**src/rtl/prbs_chk_pkg.sv**
```systemverilog
package prbs_chk_pkg;

    localparam int REG_W = 31;

    typedef enum logic [1:0] {
        POLY_7  = 2'd0,
        POLY_15 = 2'd1,
        POLY_23 = 2'd2,
        POLY_31 = 2'd3
    } poly_e;

    typedef enum logic [1:0] {
        ST_IDLE  = 2'd0,
        ST_LOAD  = 2'd1,
        ST_TRACK = 2'd2
    } chk_state_e;

    // Commands from the controller to the predictor register
    typedef struct packed {
        logic load;   // shift the received bit in
        logic run;    // shift the predicted bit in
    } pred_cmd_t;

    // Events from the controller to the counters
    typedef struct packed {
        logic clr;
        logic bit_seen;
        logic bit_bad;
    } cnt_evt_t;

    function automatic logic [4:0] poly_order(poly_e p);
        case (p)
            POLY_7:  return 5'd7;
            POLY_15: return 5'd15;
            POLY_23: return 5'd23;
            default: return 5'd31;
        endcase
    endfunction

    // Bit k of the history is the bit received k+1 bits ago.
    function automatic logic poly_predict(logic [REG_W-1:0] h, poly_e p);
        case (p)
            POLY_7:  return h[6]  ^ h[5];
            POLY_15: return h[14] ^ h[13];
            POLY_23: return h[22] ^ h[17];
            default: return h[30] ^ h[27];
        endcase
    endfunction

endpackage

```
**src/rtl/prbs_chk_ctrl.sv**
```systemverilog
module prbs_chk_ctrl
    import prbs_chk_pkg::*;
#(
    parameter int WIN = 64
) (
    input  logic       clk,
    input  logic       rst,
    input  logic       start,
    input  logic       din,
    input  logic       din_valid,
    input  logic [1:0] poly_sel,
    input  logic       exp_bit,
    output poly_e      poly,
    output pred_cmd_t  cmd,
    output cnt_evt_t   evt,
    output logic       locked,
    output logic       err_pulse
);

    localparam int              GAP_W   = $clog2(WIN + 1);
    localparam logic [GAP_W-1:0] GAP_LIM = GAP_W'(WIN);
    localparam logic [GAP_W-1:0] GAP_ONE = GAP_W'(1);

    chk_state_e       state;
    poly_e            poly_q;
    logic [4:0]       ld_cnt;
    logic [4:0]       ld_last;
    logic [GAP_W-1:0] gap;
    logic             has_prev;
    logic             cmp;
    logic             mismatch;
    logic             dense;

    assign ld_last  = poly_order(poly_q) - 5'd1;
    assign cmp      = (state == ST_TRACK) && din_valid && !start;
    assign mismatch = cmp && (din != exp_bit);
    assign dense    = has_prev && (gap < GAP_LIM);

    assign poly     = poly_q;
    assign locked   = (state == ST_TRACK);

    always_comb begin
        cmd.load     = (state == ST_LOAD) && din_valid && !start;
        cmd.run      = cmp;
        evt.clr      = start;
        evt.bit_seen = cmp;
        evt.bit_bad  = mismatch;
    end

    always_ff @(posedge clk) begin
        if (rst) begin
            state     <= ST_IDLE;
            poly_q    <= POLY_7;
            ld_cnt    <= '0;
            gap       <= '0;
            has_prev  <= 1'b0;
            err_pulse <= 1'b0;
        end else begin
            err_pulse <= mismatch;
            if (start) begin
                state    <= ST_LOAD;
                poly_q   <= poly_e'(poly_sel);
                ld_cnt   <= '0;
                gap      <= '0;
                has_prev <= 1'b0;
            end else begin
                case (state)
                    ST_LOAD: begin
                        if (din_valid) begin
                            if (ld_cnt == ld_last) begin
                                state    <= ST_TRACK;
                                ld_cnt   <= '0;
                                gap      <= '0;
                                has_prev <= 1'b0;
                            end else begin
                                ld_cnt <= ld_cnt + 5'd1;
                            end
                        end
                    end
                    ST_TRACK: begin
                        if (mismatch) begin
                            if (dense) begin
                                state    <= ST_LOAD;
                                ld_cnt   <= '0;
                                gap      <= '0;
                                has_prev <= 1'b0;
                            end else begin
                                has_prev <= 1'b1;
                                gap      <= GAP_ONE;
                            end
                        end else if (cmp && (gap < GAP_LIM)) begin
                            gap <= gap + GAP_ONE;
                        end
                    end
                    default: ;
                endcase
            end
        end
    end

endmodule

```
**config.mk**
```make
export PLATFORM = sky130hd
export DESIGN_NAME = prbs_chk_ctrl
export DESIGN_NICKNAME = d
export VERILOG_FILES = /design/src/rtl/prbs_chk_pkg.sv /design/src/rtl/prbs_chk_ctrl.sv
export SDC_FILE = /design/constraint.sdc
export NUM_CORES = 1
export LEC_CHECK = 0
export BUFFER_PORTS_ARGS = -buffer_cell sky130_fd_sc_hd__buf_2
export CAP_MARGIN = 10
export CORE_MARGIN = 4
export CORE_UTILIZATION = 40
export DETAILED_ROUTE_END_ITERATION = 10
export GPL_TIMING_DRIVEN = 0
export PLACE_DENSITY = 0.69
export SYNTH_ARGS = -nofsm -noshare
export SYNTH_HDL_FRONTEND = slang
export SYNTH_SLANG_ARGS = --single-unit
```
**constraint.sdc**
```tcl
create_clock -name clk -period 1.4 [get_ports clk]
set_input_delay 0.14 -clock clk [delete_from_list [all_inputs] [get_ports clk]]
set_output_delay 0.14 -clock clk [all_outputs]
set_load 0.1 [all_outputs]
```
==> out/qor.txt <==
status: finished with violations
violated checks: negative setup slack
Die Area: 3520 um2
area occupied by multi-input gates: 698 um2
Critical Path Stages: 4
Tcrit/Tclk final: 1.04
Critical Path Sink Type: primary output
Detail Route Antenna Nets: 0
WL/cell: 14.1 um
Psw: 0.268 mW
synthesized area per cell: 8.70 um2
clk_lat worst skew: 0.29 ns
DRT iter0 DRCs: 50
Flop pwr share: 0.550
initial antenna violation count: 0
Pwr Density: 669 nW/um2
Root Driver: clkbuf_4
H-tree depth: 1
RSZ-0062 raised after global routing: yes
syn_nets: 132
Comb power frac: 0.169
via count: 1024
io pins: 17
Fin. Hold Viols: 0
clock buffer count from CTS: 3
P_leak: 0.531 nW
Pint: 0.685 mW
drt first pass iters: 4
share of the synthesized area in the top cell type: 0.342
cell family with most CP delay: simple AND/OR/NAND/NOR gates
Nets: 159
Yosys cell types: 42
critical path class: reg -> out
core box area: 2500 um2
gr ovfl total: 0
Synth area leaders: dfxtp_1 34%, a21oi_1 4.3%, a311oi_1 4.2%, o21ai_0 3.8%, buf_4 3.6%
routability cong.: 0.888
Buf/Inv on CP: 2
wire length of the first global-routing pass: 4220 um
DR vias/cell: 5.79
worst vdd ir: 0.644 mV
die extent in y: 59.3 um
vias in the first global route: 928
max incr delay on CP: 0.35 ns
Syn. warnings: 0
Setup crit end: evt[0]
max_cap viols: 0
total power: 0.953 mW
ANT cells: 0
data required time of the worst path: 1.26 ns
dpl cell area: 1190 um2
leading area contributor after synthesis: dfxtp_1
Min Clock Period, post-route: 1.45 ns
Syn Std Cell Area: 1050 um2
FFs w/ async S/R, synth: 0
Critical-path top delay cell: and4bb_4
setup violators final: 2
worst rel slew slack: 0.677
largest net degree at the start of global routing: 11
Worst Tran Pin Value: 0.487 ns
Max Slew Vio Count: 0
r2r setup slk: -0.02 ns
clock sinks: 18
Mapped Cells: 121
Rows: 18
clock slew at reported path FFs: 0.10 ns
Max Root-Sink Buffers: 2
FMAX: 0.689 GHz
min-delay worst type: in -> reg
Clk pwr share: 0.281
clock skew: 0.00282 ns
Total GRT Usage: 0.156
share of layout cells above drive strength 1: 0.381
starting density of the core: 0.421
cts hold-fix bufs: 0
Startpoint Class: flop
FF+latch count, synth: 18
FF-to-FF Start: state[1]
routed wire length: 2500 um
DP HPWL: 1790 um
commonest non-fill, non-tap cells in the layout: 11 x buf_2, 11 x dfxtp_1, 10 x buf_4
crit path DAT: 1.31 ns
critical path fanouts, max: 5
worst r2r dst: ld_cnt[1]
DP Worst Slack: -0.206 ns
ys flop type: dfxtp_1
PortBufs: 15
critical path cell sequence: and4bb_4, nand2_2, inv_2, buf_12
DRC viols: 0
fill cell count: 213
Reg area: 377 um2
Sw Share: 0.281
Worst Setup Slack, final: -0.0522 ns
Crit. Startpoint: state[0]
Area Growth Syn to Fin: 35.4%
Die Width: 59.3 um
EDFF count, synth: 0
design area: 1430 um2
Worst R2R Path Depth: 5
post-synthesis sequential area ratio: 0.342
TritonCTS clock tree: built
==> through the flow <==
step           hold WS, ns  cells  TNS [ns]  utilization
3_5_place_dp         0.374    166     -1.11        0.474
2_1_floorplan        0.203    121   -0.0538            -
5_1_grt             0.0600    177     -1.22        0.570
3_3_place_gp         0.366    166    -0.857        0.474
4_1_cts             0.0546    173    -0.104        0.532
6_report            0.0668    177   -0.0685        0.570
==> worst reg2reg max path: stages (launching register included) <==
cell and delay, ns:
dfxtp_4 0.38, and4bb_4 0.23, buf_4 0.15, a31oi_2 0.28, mux2i_1 0.24, nor2_1 0.05
==> cells by family (layout without fill, tap and decap cells) <==
group / count (synthesis) / count (layout) / share of synthesized area
AND/OR/NAND/NOR: 43 / 43 / 0.243
AO/OA/AOI/OAI: 38 / 38 / 0.246
flip-flops: 18 / 18 / 0.342
buffers and inverters: 13 / 39 / 0.0725
adder cells (fa/ha/maj): 3 / 3 / 0.0357
XOR/XNOR: 3 / 3 / 0.0321
multiplexers: 3 / 3 / 0.0285
==> cell usage after synthesis (2+ instances only) <==
cell,n
and3_1,4
nor2b_1,2
nor4_1,2
a311oi_1,5
o21ai_1,2
inv_1,4
mux2i_1,3
nand2_1,5
a21oi_1,9
nor2_1,8
ha_1,3
a31oi_1,4
nor3_1,4
dfxtp_1,18
o21ai_0,8
a211oi_1,3
buf_4,5
nand2b_1,2
nand3_1,6
xnor2_1,2
==> layout make-up <==
type | instances | share of cell area
sequential | 18 | 0.264
inverter | 5 | 0.0167
multi-input combinational | 90 | 0.490
tap | 30 | 0.0263
buffer | 7 | 0.0404
timing repair buffer | 23 | 0.144
clock buffer | 4 | 0.0184
==> metal layers <==
layer / global-route usage / vias up / routed length, um
li1: - / 499 / -
met1: 0.203 / 492 / 1150
met2: 0.251 / 29 / 1200
met3: 0.0458 / 4 / 119
met4: 0.0421 / 0 / 29
met5: 0 / - / 0
==> flip-flops by register name, summed over array words and instances (netlist names) <==
signal,flops
err_pulse,1
poly,2
ld_cnt,5
gap,7
has_prev,1
state,2
==> power groups by stage <==
stage,Sequential (mW),Clock [mW],Combinational (mW)
after floorplan,0.559,0,0.0796
after CTS,0.522,0.281,0.143
after global placement,0.535,0,0.132
after global routing,0.526,0.306,0.171
after detailed placement,0.535,0,0.134
final,0.524,0.267,0.161
==> worst min path at each step <==
stage	cells after the start	end	start
global route	2	poly[1]	rst
CTS	2	poly[1]	rst
finish	2	poly[1]	rst
global placement	2	poly[1]	rst
detailed placement	2	poly[1]	rst
floorplan	1	poly[0]	rst
==> what timing repair did <==
item,in CTS,in global routing
setup endpoints to repair,17,18
resized for setup,28,12
pin swaps,2,5
buffers inserted,4,4
(Power assumes the default switching activity.)
